<file path="config.mk">
export PLATFORM = sky130hd
export DESIGN_NAME = i2cbb_target_bus
export DESIGN_NICKNAME = d
export VERILOG_FILES = /design/src/rtl/i2cbb_pkg.sv /design/src/rtl/i2cbb_line_regs.sv /design/src/rtl/i2cbb_addr_match.sv /design/src/rtl/i2cbb_proto_fsm.sv /design/src/rtl/i2cbb_target_bus.sv
export SDC_FILE = /design/constraint.sdc
export NUM_CORES = 1
export LEC_CHECK = 0
export BUFFER_PORTS_ARGS = -buffer_cell sky130_fd_sc_hd__buf_2
export CAP_MARGIN = 20
export CORE_MARGIN = 3
export CORE_UTILIZATION = 49
export DETAILED_ROUTE_END_ITERATION = 16
export GPL_TIMING_DRIVEN = 0
export PLACE_DENSITY = 0.8
export SLEW_MARGIN = 15
export SYNTH_ARGS = -nofsm -noshare
export SYNTH_HDL_FRONTEND = slang
export SYNTH_SLANG_ARGS = --single-unit
</file>
<file path="constraint.sdc">
create_clock -name clk -period 1.85 [get_ports clk]
set_clock_uncertainty 0.2 [all_clocks]
set_input_delay 0.185 -clock clk [delete_from_list [all_inputs] [get_ports clk]]
set_output_delay 0.185 -clock clk [all_outputs]
set_load 0.005 [all_outputs]
</file>
<file path="src/rtl/i2cbb_pkg.sv">
package i2cbb_pkg;
  localparam int BYTE_W  = 8;
  localparam int TADDR_W = 7;
  localparam int CNT_W   = 4;

  typedef enum logic [1:0] {
    ST_IDLE,
    ST_ADDR,
    ST_RX,
    ST_TX
  } bus_state_e;

  typedef struct packed {
    logic sda;
    logic scl;
  } lines_t;
endpackage

</file>
<file path="src/rtl/i2cbb_line_regs.sv">
module i2cbb_line_regs
  import i2cbb_pkg::*;
#(
  parameter int REG_AW  = 4,
  parameter int REG_DW  = 32,
  parameter int SET_OFF = 0,
  parameter int CLR_OFF = 4
) (
  input  logic              clk,
  input  logic              rst_n,
  input  logic              reg_wr,
  input  logic [REG_AW-1:0] reg_addr,
  input  logic [REG_DW-1:0] reg_wdata,
  input  logic              sda_drv,
  output logic [REG_DW-1:0] reg_rdata,
  output logic              sda_host_nxt,
  output logic              rise_evt,
  output logic              start_evt,
  output logic              stop_evt
);
  lines_t cur_q, nxt;
  logic   wr_set, wr_clr, line_en;
  lines_t mask;

  assign wr_set  = reg_wr && (reg_addr == REG_AW'(SET_OFF));
  assign wr_clr  = reg_wr && (reg_addr == REG_AW'(CLR_OFF));
  assign line_en = wr_set || wr_clr;
  assign mask    = lines_t'(reg_wdata[1:0]);

  always_comb begin
    nxt = cur_q;
    if (wr_set)      nxt = cur_q | mask;
    else if (wr_clr) nxt = cur_q & ~mask;
  end

  always_ff @(posedge clk or negedge rst_n) begin
    if (!rst_n)       cur_q <= '{sda: 1'b1, scl: 1'b1};
    else if (line_en) cur_q <= nxt;
  end

  assign sda_host_nxt = nxt.sda;
  assign rise_evt  = !cur_q.scl && nxt.scl;
  assign start_evt = cur_q.scl && nxt.scl && cur_q.sda && !nxt.sda;
  assign stop_evt  = cur_q.scl && nxt.scl && !cur_q.sda && nxt.sda;

  always_comb begin
    reg_rdata = '0;
    if (reg_addr == REG_AW'(SET_OFF))
      reg_rdata = REG_DW'({cur_q.sda & sda_drv, cur_q.scl});
  end

  // a set of bit 0 leaves SCL high on the next cycle
  p_set_scl_r2: assert property (@(posedge clk) disable iff (!rst_n)
    (wr_set && reg_wdata[0]) |=> cur_q.scl);
  // a clear of bit 1 leaves the host SDA low on the next cycle
  p_clr_sda_r2: assert property (@(posedge clk) disable iff (!rst_n)
    (wr_clr && reg_wdata[1]) |=> !cur_q.sda);
endmodule

</file>
<file path="src/rtl/i2cbb_addr_match.sv">
module i2cbb_addr_match
  import i2cbb_pkg::*;
#(
  parameter int NUM_TGT = 2,
  parameter logic [NUM_TGT*TADDR_W-1:0] TGT_ADDRS = {7'h1D, 7'h50}
) (
  input  logic [TADDR_W-1:0] addr,
  output logic               hit,
  output logic [NUM_TGT-1:0] sel
);
  logic [NUM_TGT-1:0] eq;

  for (genvar g = 0; g < NUM_TGT; g++) begin : g_cmp
    assign eq[g] = (addr == TGT_ADDRS[g*TADDR_W +: TADDR_W]);
  end

  // lowest set bit wins
  assign sel = eq & (~eq + NUM_TGT'(1));
  assign hit = |eq;
endmodule

</file>
<file path="src/rtl/i2cbb_proto_fsm.sv">
module i2cbb_proto_fsm
  import i2cbb_pkg::*;
#(
  parameter int NUM_TGT = 2
) (
  input  logic               clk,
  input  logic               rst_n,
  input  logic               rise_evt,
  input  logic               start_evt,
  input  logic               stop_evt,
  input  logic               sda_in,
  input  logic               hit,
  input  logic [NUM_TGT-1:0] hit_sel,
  input  logic               tx_valid,
  input  logic [BYTE_W-1:0]  tx_byte,
  output logic [TADDR_W-1:0] match_addr,
  output logic               sda_drv,
  output logic [NUM_TGT-1:0] tgt_sel,
  output logic               rx_valid,
  output logic [BYTE_W-1:0]  rx_byte,
  output logic               tx_req
);
  localparam logic [CNT_W-1:0] LAST_BIT = CNT_W'(BYTE_W - 1);
  localparam logic [CNT_W-1:0] ACK_SLOT = CNT_W'(BYTE_W);

  bus_state_e         state_q, state_d;
  logic [CNT_W-1:0]   cnt_q, cnt_d;
  logic [BYTE_W-1:0]  msg_q, msg_d;
  logic [BYTE_W-1:0]  hold_q;
  logic [BYTE_W-1:0]  rxb_q, rxb_d;
  logic [NUM_TGT-1:0] sel_q, sel_d;
  logic               drv_q, drv_d;
  logic               dir_q, dir_d;
  logic               rxv_q, rxv_d;
  logic               txr_q, txr_d;
  logic               upd_en;

  assign upd_en = rise_evt || start_evt || stop_evt;

  always_comb begin
    state_d = state_q;
    cnt_d   = cnt_q;
    msg_d   = msg_q;
    rxb_d   = rxb_q;
    sel_d   = sel_q;
    drv_d   = drv_q;
    dir_d   = dir_q;
    rxv_d   = 1'b0;
    txr_d   = 1'b0;
    if (start_evt) begin
      state_d = ST_ADDR;
      cnt_d   = '0;
      drv_d   = 1'b1;
      sel_d   = '0;
    end else if (stop_evt) begin
      state_d = ST_IDLE;
      cnt_d   = '0;
      drv_d   = 1'b1;
      sel_d   = '0;
    end else if (rise_evt) begin
      unique case (state_q)
        ST_ADDR: begin
          if (cnt_q < LAST_BIT) begin
            msg_d = {msg_q[BYTE_W-2:0], sda_in};
            cnt_d = cnt_q + 1'b1;
          end else if (cnt_q == LAST_BIT) begin
            msg_d = {msg_q[BYTE_W-2:0], sda_in};
            if (hit) begin
              sel_d = hit_sel;
              drv_d = 1'b0;
              dir_d = sda_in;
              txr_d = sda_in;
              cnt_d = ACK_SLOT;
            end else begin
              state_d = ST_IDLE;
              cnt_d   = '0;
            end
          end else begin
            cnt_d = '0;
            if (dir_q) begin
              state_d = ST_TX;
              msg_d   = hold_q;
              drv_d   = hold_q[BYTE_W-1];
            end else begin
              state_d = ST_RX;
              drv_d   = 1'b1;
            end
          end
        end
        ST_RX: begin
          if (cnt_q < LAST_BIT) begin
            msg_d = {msg_q[BYTE_W-2:0], sda_in};
            cnt_d = cnt_q + 1'b1;
          end else if (cnt_q == LAST_BIT) begin
            rxb_d = {msg_q[BYTE_W-2:0], sda_in};
            rxv_d = 1'b1;
            drv_d = 1'b0;
            cnt_d = ACK_SLOT;
          end else begin
            drv_d = 1'b1;
            cnt_d = '0;
          end
        end
        ST_TX: begin
          if (cnt_q < LAST_BIT) begin
            msg_d = {msg_q[BYTE_W-2:0], 1'b0};
            drv_d = msg_q[BYTE_W-2];
            cnt_d = cnt_q + 1'b1;
          end else if (cnt_q == LAST_BIT) begin
            drv_d = 1'b1;
            txr_d = 1'b1;
            cnt_d = ACK_SLOT;
          end else if (!sda_in) begin
            msg_d = hold_q;
            drv_d = hold_q[BYTE_W-1];
            cnt_d = '0;
          end else begin
            state_d = ST_IDLE;
            cnt_d   = '0;
            drv_d   = 1'b1;
            sel_d   = '0;
          end
        end
        default: ;
      endcase
    end
  end

  always_ff @(posedge clk or negedge rst_n) begin
    if (!rst_n) begin
      state_q <= ST_IDLE;
      cnt_q   <= '0;
      msg_q   <= '0;
      rxb_q   <= '0;
      sel_q   <= '0;
      drv_q   <= 1'b1;
      dir_q   <= 1'b0;
    end else if (upd_en) begin
      state_q <= state_d;
      cnt_q   <= cnt_d;
      msg_q   <= msg_d;
      rxb_q   <= rxb_d;
      sel_q   <= sel_d;
      drv_q   <= drv_d;
      dir_q   <= dir_d;
    end
  end

  always_ff @(posedge clk or negedge rst_n) begin
    if (!rst_n) begin
      rxv_q <= 1'b0;
      txr_q <= 1'b0;
    end else begin
      rxv_q <= rxv_d;
      txr_q <= txr_d;
    end
  end

  always_ff @(posedge clk or negedge rst_n) begin
    if (!rst_n)        hold_q <= '0;
    else if (tx_valid) hold_q <= tx_byte;
  end

  assign match_addr = msg_q[TADDR_W-1:0];
  assign sda_drv    = drv_q;
  assign tgt_sel    = sel_q;
  assign rx_valid   = rxv_q;
  assign rx_byte    = rxb_q;
  assign tx_req     = txr_q;

  p_start_addr_r3: assert property (@(posedge clk) disable iff (!rst_n)
    start_evt |=> (state_q == ST_ADDR && cnt_q == '0));
  p_hold_cnt_r4: assert property (@(posedge clk) disable iff (!rst_n)
    !(rise_evt || start_evt || stop_evt) |=> $stable(cnt_q));
  p_sel_onehot_r5: assert property (@(posedge clk) disable iff (!rst_n)
    $onehot0(sel_q));
  p_rx_pulse_r6: assert property (@(posedge clk) disable iff (!rst_n)
    rxv_q |=> !rxv_q);
  p_txreq_pulse_r7: assert property (@(posedge clk) disable iff (!rst_n)
    txr_q |=> !txr_q);
  p_stop_idle_r9: assert property (@(posedge clk) disable iff (!rst_n)
    stop_evt |=> (state_q == ST_IDLE && sel_q == '0));
  p_idle_released_r10: assert property (@(posedge clk) disable iff (!rst_n)
    (state_q == ST_IDLE) |-> drv_q);
endmodule

</file>
<file path="src/rtl/i2cbb_target_bus.sv">
module i2cbb_target_bus
  import i2cbb_pkg::*;
#(
  parameter int REG_AW  = 4,
  parameter int REG_DW  = 32,
  parameter int SET_OFF = 0,
  parameter int CLR_OFF = 4,
  parameter int NUM_TGT = 2,
  parameter logic [NUM_TGT*TADDR_W-1:0] TGT_ADDRS = {7'h1D, 7'h50}
) (
  input  logic               clk,
  input  logic               rst_n,
  input  logic               reg_wr,
  input  logic [REG_AW-1:0]  reg_addr,
  input  logic [REG_DW-1:0]  reg_wdata,
  output logic [REG_DW-1:0]  reg_rdata,
  output logic [NUM_TGT-1:0] tgt_sel,
  output logic               rx_valid,
  output logic [7:0]         rx_byte,
  output logic               tx_req,
  input  logic               tx_valid,
  input  logic [7:0]         tx_byte
);
  logic [1:0]         rst_pipe;
  logic               rst_int_n;
  logic               sda_drv, sda_host_nxt, rise_evt, start_evt, stop_evt;
  logic               hit;
  logic [NUM_TGT-1:0] hit_sel;
  logic [TADDR_W-1:0] match_addr;

  always_ff @(posedge clk or negedge rst_n) begin
    if (!rst_n) rst_pipe <= 2'b00;
    else        rst_pipe <= {rst_pipe[0], 1'b1};
  end
  assign rst_int_n = rst_pipe[1];

  i2cbb_line_regs #(
    .REG_AW(REG_AW), .REG_DW(REG_DW), .SET_OFF(SET_OFF), .CLR_OFF(CLR_OFF)
  ) u_lines (
    .clk(clk), .rst_n(rst_int_n), .reg_wr(reg_wr), .reg_addr(reg_addr),
    .reg_wdata(reg_wdata), .sda_drv(sda_drv), .reg_rdata(reg_rdata),
    .sda_host_nxt(sda_host_nxt), .rise_evt(rise_evt),
    .start_evt(start_evt), .stop_evt(stop_evt)
  );

  i2cbb_addr_match #(.NUM_TGT(NUM_TGT), .TGT_ADDRS(TGT_ADDRS)) u_match (
    .addr(match_addr), .hit(hit), .sel(hit_sel)
  );

  i2cbb_proto_fsm #(.NUM_TGT(NUM_TGT)) u_fsm (
    .clk(clk), .rst_n(rst_int_n), .rise_evt(rise_evt), .start_evt(start_evt),
    .stop_evt(stop_evt), .sda_in(sda_host_nxt), .hit(hit), .hit_sel(hit_sel),
    .tx_valid(tx_valid), .tx_byte(tx_byte), .match_addr(match_addr),
    .sda_drv(sda_drv), .tgt_sel(tgt_sel), .rx_valid(rx_valid),
    .rx_byte(rx_byte), .tx_req(tx_req)
  );
endmodule

</file>
== Word-level counts from Yosys, hierarchy flattened ==
Index checks and enable logic that the tools add are counted.

* Register bits after elaboration: 39
* Latch bits: 0
* Bits in writable memories: 0
* ROM bits: 0
* Memories kept: 0

* Add/subtract/negate cells: 2
* Multipliers: 0
* Div/mod/pow operators: 0
* $lt $le $gt $ge: 1
* Eq/ne operators: 20
* Shifts and indexed selects: 0
* Muxes and demuxes: 64
* Bitwise operators: 9
* Reductions and logical operators: 29

{| class="wikitable"
|+ Operators with widths
! cell !! number
|-
| 7-bit two-way mux || 7
|-
| 2-bit two-way mux || 18
|-
| 4-bit two-way mux || 8
|-
| 1-bit two-way mux || 25
|-
| 7-bit case mux with 3 select lines || 1
|-
| 4-bit by 2-bit != test with 1-bit output, second input constant || 5
|-
| 9-bit AND reduction || 2
|-
| 8-bit AND reduction || 2
|-
| 4-bit by 1-bit != test with 1-bit output, second input constant || 3
|-
| 5-bit by 3-bit != test with 1-bit output, second input constant || 2
|-
| 4-bit by 3-bit == test with 1-bit output, second input constant || 2
|-
| 1-bit logical AND || 8
|-
| 2-bit case mux with 2 select lines || 2
|-
| 4-bit case mux with 2 select lines || 1
|-
| 4-bit nonzero test || 2
|-
| 7-bit by 5-bit == test with 1-bit output, second input constant || 1
|-
| 7-bit == test, second input constant || 1
|-
| 7-bit AND reduction || 1
|-
| 6-bit AND reduction || 1
|-
| 3-bit nonzero test || 2
|-
| 5-bit nonzero test || 1
|-
| 4-bit by 1-bit adder with 4-bit output, second input constant || 1
|-
| 2-bit AND || 2
|-
| 2-bit == test, second input constant || 2
|-
| 17 further kinds || 25
|}

== Depth between registers and ports, before layout ==
Gate-level depths: netlist of run 1.

* Depth in word-level cells: 11
* Depth in mapped cells: 7

== By module ==
A second synthesis of run 1 with hierarchy kept.

* Cells, all modules: 203
* Area, all modules: 2230.9 µm²

{| class="wikitable"
|+ By module, submodules not included
! module !! times used !! cells each !! area each (µm²)
|-
| i2cbb_proto_fsm || 1 || 142 || 1721.7
|-
| i2cbb_line_regs || 1 || 52 || 411.6
|-
| i2cbb_target_bus || 1 || 3 || 53.8
|-
| i2cbb_addr_match || 1 || 6 || 43.8
|}

== Worst setup path before layout of run 1 ==
No wires, ideal clock.

* Kind: register to register
* Start: register u_fsm.cnt_q[0]
* End: register u_fsm.msg_q[0]
* Library setup time: 0.125 ns
* Arrival time: 1.839 ns
* Required time: 1.525 ns
* Setup slack: -0.314 ns
* Stages on the path, launching flop included: 8
* Path buffers: 1
* Period minus slack after synthesis: 2.164 ns
* Path through: dfrtp_1 ha_1 clkbuf_1 a21o_1 nand2_1 nand4_1 a31oi_4 mux2_4

* Cells in the longest elaborated chain, start to end: 4
* Elaborated cells between the ends (all ways): 11

{| class="wikitable"
|+ RTL lines
! item !! RTL line !! RTL
|-
| from (decl) || i2cbb_proto_fsm.sv:27 || <nowiki>logic [CNT_W-1:0] cnt_q, cnt_d;</nowiki>
|-
| from (signal assigned) || i2cbb_proto_fsm.sv:140 || <nowiki>cnt_q <= cnt_d;</nowiki>
|-
| branches (longest 4 deep; another with 4-bit by 3-bit less-than comparator with 1-bit output) || - ||
|-
| to (signal assigned) || i2cbb_proto_fsm.sv:141 || <nowiki>msg_q <= msg_d;</nowiki>
|-
| to (decl) || i2cbb_proto_fsm.sv:28 || <nowiki>logic [BYTE_W-1:0] msg_q, msg_d;</nowiki>
|}

Parallel ways; which one is timed is not known.
A chain may end at the register's enable or synchronous reset.

== Worst setup path after layout of run 1 ==
* Start: register u_fsm.cnt_q[1]
* End: register u_fsm.msg_q[5]

Same word-level chain as after synthesis.

==> impl_metrics.tcl, run 1 <==
set metrics [dict create \
    synthAdderAreaFrac 0.0319 \
    die_x_um 75.3 \
    grt_setup_unrepaired "yes" \
    fin_area_um2 3320 \
    synthMuxAreaShare 0.145 \
    ys_warn_count 0 \
    io_pins 92 \
    crit_slowest_cell "dfrtp_1" \
    path_cells "ha_2 -> buf_8 -> a21o_4 -> nand2_2 -> nand4_1 -> a31oi_4 -> buf_12 -> mux2_4" \
    violations "negative setup slack" \
    initial_core_util 0.522 \
    antenna_cells 0 \
    min_period_ps 2130 \
    synthTopCellsByArea "dfrtp_1 38%, buf_4 9.6%, mux2_2 7.7%" \
    viasPerCell 5.43 \
    rows 24 \
    cp-start-kind "flip-flop" \
    cts_buffers 5 \
    worst_slew_pin_slew_ps 567 \
    relSlewSlack 0.621 \
    clk_pin_slew_worst_paths_ps 90 \
    core_area_um2 4500 \
    globalRouteOverflowTotal 0 \
    p_switching_w 0.000643 \
    first_pass_iters 4 \
    ys.flop_type "dfrtp_1" \
    leakagePower_nw 1.65 \
    fp.dieH_um 75.3 \
    yosys.area_share.xor_xnor 0 \
    ys_types 49 \
    reg2reg_depth 8 \
    power.density_nw_per_um2 639 \
    synth-edff-count 0 \
    fmax_mhz 469 \
    cts_sinks 39 \
    place_area_um2 2740 \
    grt_pass1_vias 1942 \
    outcome "finished with violations" \
    antenna_left 0 \
    crit_arrival_ps 2110 \
    internal_power_w 0.00148 \
    finalCritPeriodShare 1.15 \
    yosysSeqAreaShare 0.417 \
    syn_area_per_cell_um2 10.5 \
    peakVddDrop_mv 0.683 \
    post-route-util 0.737 \
    area_delta_synth_final_pct 41.2 \
    layout.cells.non_filler 385 \
    switching_share 0.303 \
    critPathMaxFanout 7 \
    setup_violations 24 \
    cts-root-buf "clkbuf_8" \
    netlist_area_um2 2350 \
    synth_top_area_frac 0.383 \
    dieArea_um2 5660 \
    ys_seq_elements 39 \
    comb_power_share 0.263 \
    crit_buf_inv 2 \
    drt-initial-drc-count 173 \
    place_inst 335 \
    antenna_found_initial 0 \
    netlist_instances 223 \
    grt_max_degree 25 \
    seq_power_share 0.461 \
    finalPower_w 0.00212 \
    htreeDepth 2 \
    required_ps 1830 \
    n_fill_cell 296 \
    finalHoldViolCount 0 \
    reg2reg_from "u_fsm.cnt_q[1]" \
    startpoint "u_fsm.cnt_q[1]" \
    wl_um 6530 \
    critical_path.top_delay_family "compound AO/OA/AOI/OAI gates" \
    num-nets-final 386 \
    clk_latency_ps 300 \
    place.gp.congestion 0.848 \
    crit_type "reg2reg" \
    end_kind "flip-flop" \
    synth_top_area_cell "dfrtp_1" \
    fin_ws_ps -281 \
    hold_class "reg2async" \
    cp.depth 8 \
    maxCapViolations 0 \
    drive_above_1_share 0.489 \
    tritoncts "built" \
    synth_top_family_by_area "simple AND/OR/NAND/NOR gates" \
    portBuffers 30 \
    vias 2089 \
    ys_async_sr_fraction 1.00 \
    clk_path_buf_depth 2 \
    synthSimpleGateAreaFrac 0.160 \
    synth-compound-area-share 0.125 \
    drc 0 \
    clockPowerShare 0.276 \
    grt_pass1_wl_um 9590 \
    drv_slew 0 \
    timing.critical_path.slowest_cell_delay_ps 400 \
    grt_usage 0.229 \
    dp_hpwl_um 3680 \
    wire_per_inst_um 17.0 \
]
## timing repair
item / CTS / global route
hold endpoints to repair: 22 / 0
buffers inserted: 21 / 8
setup endpoints to repair: 24 / 24
cloned: 0 / 0
gates resized for setup: 32 / 5
hold buffers: 13 / 0
pin swaps: 8 / 5
## per-layer routing
layer  track usage  part of all wire
met5             0                 0
met4        0.0641             0.021
met3        0.0534             0.076
met2         0.403              0.52
met1         0.281              0.39
## worst reg2reg max path, stage by stage (launching register included)
cell     delay, ps
dfrtp_1        400
ha_2           210
buf_8          120
a21o_4         210
nand2_2         50
nand4_1        150
a31oi_4        210
buf_12         150
mux2_4         300
## synth_stat cells, types with 2 or more instances
| cell | number |
|---|---|
| a22o_1 | 7 |
| inv_1 | 7 |
| and2_1 | 2 |
| dfrtp_1 | 36 |
| nand2_1 | 12 |
| nor2b_1 | 2 |
| dfstp_2 | 3 |
| mux2_2 | 16 |
| conb_1 | 2 |
| nand4_1 | 4 |
| ha_1 | 6 |
| and3_1 | 3 |
| a31oi_1 | 3 |
| mux2_4 | 8 |
| mux2i_1 | 4 |
| and3b_1 | 2 |
| clkbuf_1 | 6 |
| nor2_1 | 11 |
| nand2b_1 | 6 |
| o21ai_0 | 7 |
| buf_4 | 30 |
| nand3_1 | 5 |
| nor3_1 | 5 |
| or4b_1 | 2 |
| a21o_1 | 2 |
| a21oi_1 | 8 |
| o21ai_1 | 2 |
## placed cells by master (no fill, tap or decap), drive strengths merged, types with 9 or more instances in the layout
master	instances
mux2	24
dfrtp	36
clkbuf	11
buf	92
nand2	13
a21oi	9
nor2	11
dlygate4sd3	13
o21ai	9
conb	31
## area by class of cell
type	count	area, µm²	area share
tap	52	65.1	0.0196
clock buffer	6	72.6	0.0219
buffer	37	280	0.0844
clock inverter	2	12.5	0.00377
sequential	39	983	0.296
inverter	7	28.8	0.00867
timing repair buffer	73	546	0.164
multi-input combinational	169	1330	0.401
## worst paths after layout
path	to	slack, ps
min	u_fsm.msg_q[4]	70
max	u_fsm.msg_q[5]	-280
max in group asynchronous	u_fsm.state_q[0]	360
min reg2reg	u_fsm.msg_q[4]	70
min in group clk	u_fsm.hold_q[7]	120
max reg2reg	u_fsm.msg_q[5]	-280
## through the flow
stage	hold slack, ps	setup WS (ps)	TNS [ps]
CTS	75.8	-223	-2670
finish	66.7	-281	-4290
floorplan	-311	-222	-2270
global route	91.2	-331	-5710
detailed placement	-229	-435	-7950
global placement	-229	-415	-7530
## kinds of logic (layout without fill, tap and decap cells)
family / count (synthesis) / count (layout)
simple gates: 64 / 64
buf+inv: 44 / 125
compound gates: 40 / 40
flops: 39 / 39
mux: 28 / 28
fa+ha+maj: 6 / 6
other cells: 2 / 31
## registers in the layout, summed over array words and instances, names as in the netlist
| signal | cells |
|---|---|
| u_fsm.tx_req | 1 |
| u_fsm.rx_byte | 8 |
| u_fsm.rx_valid | 1 |
| u_fsm.tgt_sel | 2 |
| u_fsm.sda_drv | 1 |
| u_fsm.cnt_q | 4 |
| rst_pipe | 2 |
| u_fsm.state_q | 2 |
| u_fsm.msg_q | 7 |
| u_fsm.dir_q | 1 |
| u_fsm.hold_q | 8 |
| u_lines.cur_q | 2 |
## power groups by stage
stage / registers (W) / logic [W] / clock network [W]
6_report: 0.000977 / 0.000559 / 0.000585
4_1_cts: 0.000973 / 0.000516 / 0.000592
5_1_grt: 0.000985 / 0.000610 / 0.000634
3_5_place_dp: 0.000991 / 0.000363 / 0
3_3_place_gp: 0.000996 / 0.000340 / 0
2_1_floorplan: 0.000980 / 0.000276 / 0
Power figures use the tool's default switching activity.
==> run 2: changes to the inputs <==
--- a/config.mk
+++ b/config.mk
@@ -11,7 +11,7 @@
 export CORE_UTILIZATION = 49
 export DETAILED_ROUTE_END_ITERATION = 16
 export GPL_TIMING_DRIVEN = 0
-export PLACE_DENSITY = 0.8
+export PLACE_DENSITY_LB_ADDON = 0.05
 export SLEW_MARGIN = 15
 export SYNTH_ARGS = -nofsm -noshare
 export SYNTH_HDL_FRONTEND = slang
==> run 2 against run 1 <==
The flow still finishes with violations (negative setup slack). Sequential share of layout area decreased by 0.76 points. Clock-buffer cell count unchanged. Setup slack improved by 55 ps. Critical path depth unchanged. Register-to-register slack improved by 60 ps. Critical path type unchanged. Non-clock buffer count unchanged. Design area increased by 2.8%. Routed wire length decreased by 19%. Sequential power about the same. Fmax increased by 2.7%. First-iteration DRC count decreased by 40%. Cell count unchanged.
==> impl_metrics.tcl, run 2 (synthesized netlist as in run 1, its figures left out) <==
set metrics [dict create \
    grt_max_degree 30 \
    wl_um 5290 \
    hold_class "reg2async" \
    crit_buf_inv 2 \
    peakVddDrop_mv 0.509 \
    fin_area_um2 3410 \
    vias 1927 \
    tritoncts "built" \
    finalHoldViolCount 0 \
    grt_setup_unrepaired "yes" \
    crit_slowest_cell "dfrtp_1" \
    io_pins 92 \
    antenna_cells 0 \
    setup_violations 23 \
    drive_above_1_share 0.508 \
    layout_commonest_cell "buf_4" \
    power.density_nw_per_um2 671 \
    cts-root-buf "clkbuf_8" \
    min_period_ps 2080 \
    place.gp.congestion 0.860 \
    end_kind "flip-flop" \
    totalNegativeSetupSlack_ps -2880 \
    rows 24 \
    viasPerCell 5.01 \
    dieArea_um2 5660 \
    startpoint "u_fsm.cnt_q[1]" \
    finalCritPeriodShare 1.12 \
    reg2reg_from "u_fsm.cnt_q[1]" \
    place_inst 335 \
    die_x_um 75.3 \
    clk_path_buf_depth 2 \
    htreeDepth 2 \
    fin_ws_ps -226 \
    layout_common_cells "56 x buf_4, 32 x dfrtp_1, 31 x conb_1" \
    cts_buffers 5 \
    r2r_slack_ps -230 \
    core_area_um2 4500 \
    num-nets-final 386 \
    grt_usage 0.200 \
    cts_sinks 39 \
    cp-start-kind "flip-flop" \
    required_ps 1830 \
    first_pass_iters 4 \
    drv_slew 0 \
    violations "negative setup slack" \
    crit_arrival_ps 2060 \
    timing.critical_path.slowest_cell_delay_ps 390 \
    fp.dieH_um 75.3 \
    path_cells "ha_2 -> buf_8 -> a21o_4 -> nand2_2 -> nand4_1 -> a31oi_4 -> buf_12 -> mux2_4" \
    grt_pass1_wl_um 8500 \
    grt_pass1_vias 1740 \
    crit_type "reg2reg" \
    dp_hpwl_um 3540 \
    leakagePower_nw 1.66 \
    portBuffers 30 \
    maxCapViolations 0 \
    clk_latency_ps 300 \
    antenna_found_initial 0 \
    layout.cells.non_filler 385 \
    initial_core_util 0.522 \
    n_fill_cell 323 \
    critPathMaxFanout 7 \
    wire_per_inst_um 13.8 \
    area_delta_synth_final_pct 45.1 \
    drc 0 \
    place_area_um2 2730 \
    clk_pin_slew_worst_paths_ps 80 \
    outcome "finished with violations" \
    antenna_left 0 \
    drt-initial-drc-count 104 \
    fmax_mhz 482 \
    critical_path.top_delay_family "compound AO/OA/AOI/OAI gates" \
    globalRouteOverflowTotal 0 \
]
## run 2: final cells by class
class,count,area (µm²),area share
well taps,52,65.1,0.0191
flip-flops and latches,39,985,0.289
plain buffers,37,287,0.0840
repair buffers,73,538,0.158
inverters,7,28.8,0.00843
clock inverters,2,38.8,0.0114
clock buffers,6,82.6,0.0242
multi-input cells,169,1390,0.407
## run 2: path summary, 6_finish.rpt
kind | end | cells after the start
min in group clk | u_fsm.tx_req | 3
min reg2reg | u_lines.cur_q[0] | 0
max reg2reg | u_fsm.msg_q[0] | 8
max | u_fsm.msg_q[0] | 8
max in group asynchronous | u_fsm.cnt_q[2] | 1
min | u_lines.cur_q[0] | 0
## run 2: power by group
group	internal (W)	total (W)	switching, W
registers	0.000921	0.000974	0.0000533
clock network	0.000443	0.000747	0.000304
logic	0.000310	0.000569	0.000259
## run 2: timing repair
action | CTS | global route
cloned | 0 | 0
gates resized for setup | 38 | 17
setup buffers | 24 | 5
setup endpoints to repair | 24 | 25
pin swaps | 15 | 9
endpoints found under the hold margin | 17 | 0
hold buffers | 13 | 0
## run 2: worst reg2reg max path, stage by stage, from the launching register on
cell and delay (ps):
dfrtp_1 390, ha_2 200, buf_8 120, a21o_4 220, nand2_2 60, nand4_1 140, a31oi_4 200, buf_12 150
mux2_4 300
## run 2: per-stage QoR
step | total power, W | worst slack, ps | hold slack (ps) | util
2_1_floorplan | 0.00126 | -222 | -311 | -
3_3_place_gp | 0.00134 | -419 | -230 | 0.601
3_5_place_dp | 0.00135 | -447 | -229 | 0.606
4_1_cts | 0.00226 | -225 | 70.1 | 0.738
5_1_grt | 0.00242 | -285 | 90.1 | 0.758
6_report | 0.00229 | -226 | 72.2 | 0.758
## run 2: metal layers
metal,wire (µm),track usage,vias to the layer above
met3,325,0.0561,8
met2,2470,0.298,61
met5,0,0,-
met1,2430,0.289,904
met4,60,0.0544,0
li1,-,-,954
==> run 3: changes to the inputs <==
--- a/config.mk
+++ b/config.mk
@@ -8,7 +8,8 @@
 export BUFFER_PORTS_ARGS = -buffer_cell sky130_fd_sc_hd__buf_2
 export CAP_MARGIN = 20
 export CORE_MARGIN = 3
-export CORE_UTILIZATION = 49
+export CORE_UTILIZATION = 50
+export CTS_BUF_LIST = sky130_fd_sc_hd__clkbuf_8
 export DETAILED_ROUTE_END_ITERATION = 16
 export GPL_TIMING_DRIVEN = 0
 export PLACE_DENSITY_LB_ADDON = 0.05
==> run 3 against run 2 <==
The flow still finishes with violations (negative setup slack). Combinational power rose by 4.7%. Total power fell by 0.74%. Routed wire length rose by 3.5%. Critical endpoint is now u_fsm.msg_q[6].
==> impl_metrics.tcl, run 3 (synthesized netlist as in run 1, its figures left out) <==
set metrics [dict create \
    outcome "finished with violations" \
    violations "negative setup slack" \
    drive_above_1_share 0.504 \
    drc 0 \
    fin_ws_ps -223 \
    fp.dieH_um 74.6 \
    dieArea_um2 5560 \
    die_x_um 74.6 \
    rows 24 \
    viasPerCell 4.97 \
    core_area_um2 4440 \
    clk_latency_ps 290 \
    area_delta_synth_final_pct 45.7 \
    place_inst 335 \
    io_pins 92 \
    timing.critical_path.slowest_cell_delay_ps 400 \
    crit_slowest_cell "dfrtp_1" \
    worst_slew_pin_slew_ps 491 \
    power.density_nw_per_um2 664 \
    cp-start-kind "flip-flop" \
    crit_buf_inv 2 \
    n_fill_cell 289 \
    globalRouteOverflowTotal 0 \
    crit_arrival_ps 2040 \
    htreeDepth 2 \
    leakagePower_nw 1.66 \
    reg2reg_from "u_fsm.cnt_q[0]" \
    antenna_left 0 \
    vias 1933 \
    drv_slew 0 \
    path_cells "ha_2 -> buf_8 -> a21o_4 -> nand2_2 -> nand4_1 -> a31oi_4 -> buf_12 -> mux2_4" \
    fin_area_um2 3420 \
    layout_commonest_cell "buf_4" \
    grt_max_degree 33 \
    critPathMaxFanout 7 \
    grt_pass1_vias 1787 \
    required_ps 1820 \
    min_period_ps 2070 \
    grt_usage 0.200 \
    cts_buffers 5 \
    crit_type "reg2reg" \
    antenna_found_initial 0 \
    grt_setup_unrepaired "yes" \
    initial_core_util 0.529 \
    clk_pin_slew_worst_paths_ps 80 \
    end_kind "flip-flop" \
    critical_path.top_delay_family "flip-flops" \
    place.gp.congestion 0.867 \
    cts_sinks 39 \
    relSlewSlack 0.670 \
    layout_common_cells "59 x buf_4, 33 x dfrtp_1, 31 x buf_2, 31 x conb_1, 15 x mux2_4" \
    tritoncts "built" \
    cts-root-buf "clkbuf_8" \
    drt-initial-drc-count 89 \
    maxCapViolations 0 \
    first_pass_iters 4 \
    grt_pass1_wl_um 8510 \
    fmax_mhz 482 \
    layout.cells.non_filler 389 \
    place_area_um2 2730 \
    startpoint "u_fsm.cnt_q[0]" \
    wl_um 5480 \
    post-route-util 0.771 \
    dp_hpwl_um 3430 \
    wire_per_inst_um 14.1 \
    clk_path_buf_depth 2 \
    antenna_cells 0 \
    finalCritPeriodShare 1.12 \
    hold_class "reg2async" \
    portBuffers 30 \
    peakVddDrop_mv 0.474 \
    finalHoldViolCount 0 \
    setup_violations 23 \
    num-nets-final 390 \
]
run 3: per-stage QoR:
stage | setup slack (ps) | power [W] | hold WS [ps] | TNS [ps]
2_1_floorplan | -222 | 0.00126 | -311 | -2270
3_3_place_gp | -418 | 0.00134 | -229 | -7790
3_5_place_dp | -437 | 0.00135 | -230 | -7990
4_1_cts | -214 | 0.00222 | 83.7 | -3400
5_1_grt | -278 | 0.00239 | 97.9 | -4050
6_report | -223 | 0.00227 | 78.6 | -2840
run 3: final cells by class:
class | instances | area [µm²] | share of cell area
plain buffers | 36 | 268 | 0.0782
clock buffers | 5 | 68.8 | 0.0201
clock inverters | 3 | 43.8 | 0.0128
inverters | 7 | 31.3 | 0.00913
multi-input cells | 169 | 1380 | 0.403
flip-flops and latches | 39 | 983 | 0.287
well taps | 52 | 65.1 | 0.0190
repair buffers | 78 | 583 | 0.170
run 3: path summary, 6_finish.rpt:
check | endpoint | slack (ps) | depth (start not counted)
worst max-delay path | u_fsm.msg_q[6] | -220 | 8
worst min-delay path | u_fsm.sda_drv | 80 | 0
worst max register to register | u_fsm.msg_q[6] | -220 | 8
worst min register to register | u_fsm.sda_drv | 80 | 0
max in group asynchronous | rst_pipe[1] | 770 | 3
min in group clk | u_fsm.tx_req | 100 | 3
run 3: worst register-to-register path, delay by kind of cell (launching register included):
kind / cells / cell delay [ps]
AO/OA/AOI/OAI: 2 / 410
flip-flops: 1 / 400
multiplexers: 1 / 300
buffers and inverters: 2 / 270
adder cells (fa/ha/maj): 1 / 210
AND/OR/NAND/NOR: 2 / 170
run 3: where the power goes:
group | switching [W] | leakage [nW] | internal, W
combinational | 0.000274 | 1.11 | 0.000323
sequential | 0.0000541 | 0.499 | 0.000922
clock | 0.000299 | 0.0581 | 0.000401
run 3: what timing repair did:
item	CTS	global route
hold endpoints to repair	13	0
setup buffers	25	10
pin swaps	13	9
resized for setup	33	19
setup endpoints to repair	24	25
hold buffers	13	0
run 3: layer usage:
metal	up-vias	routed length (µm)	global-route usage
met5	-	0	0
met4	0	33	0.0474
met3	4	321	0.0622
met2	61	2640	0.308
met1	908	2490	0.278
li1	960	-	-
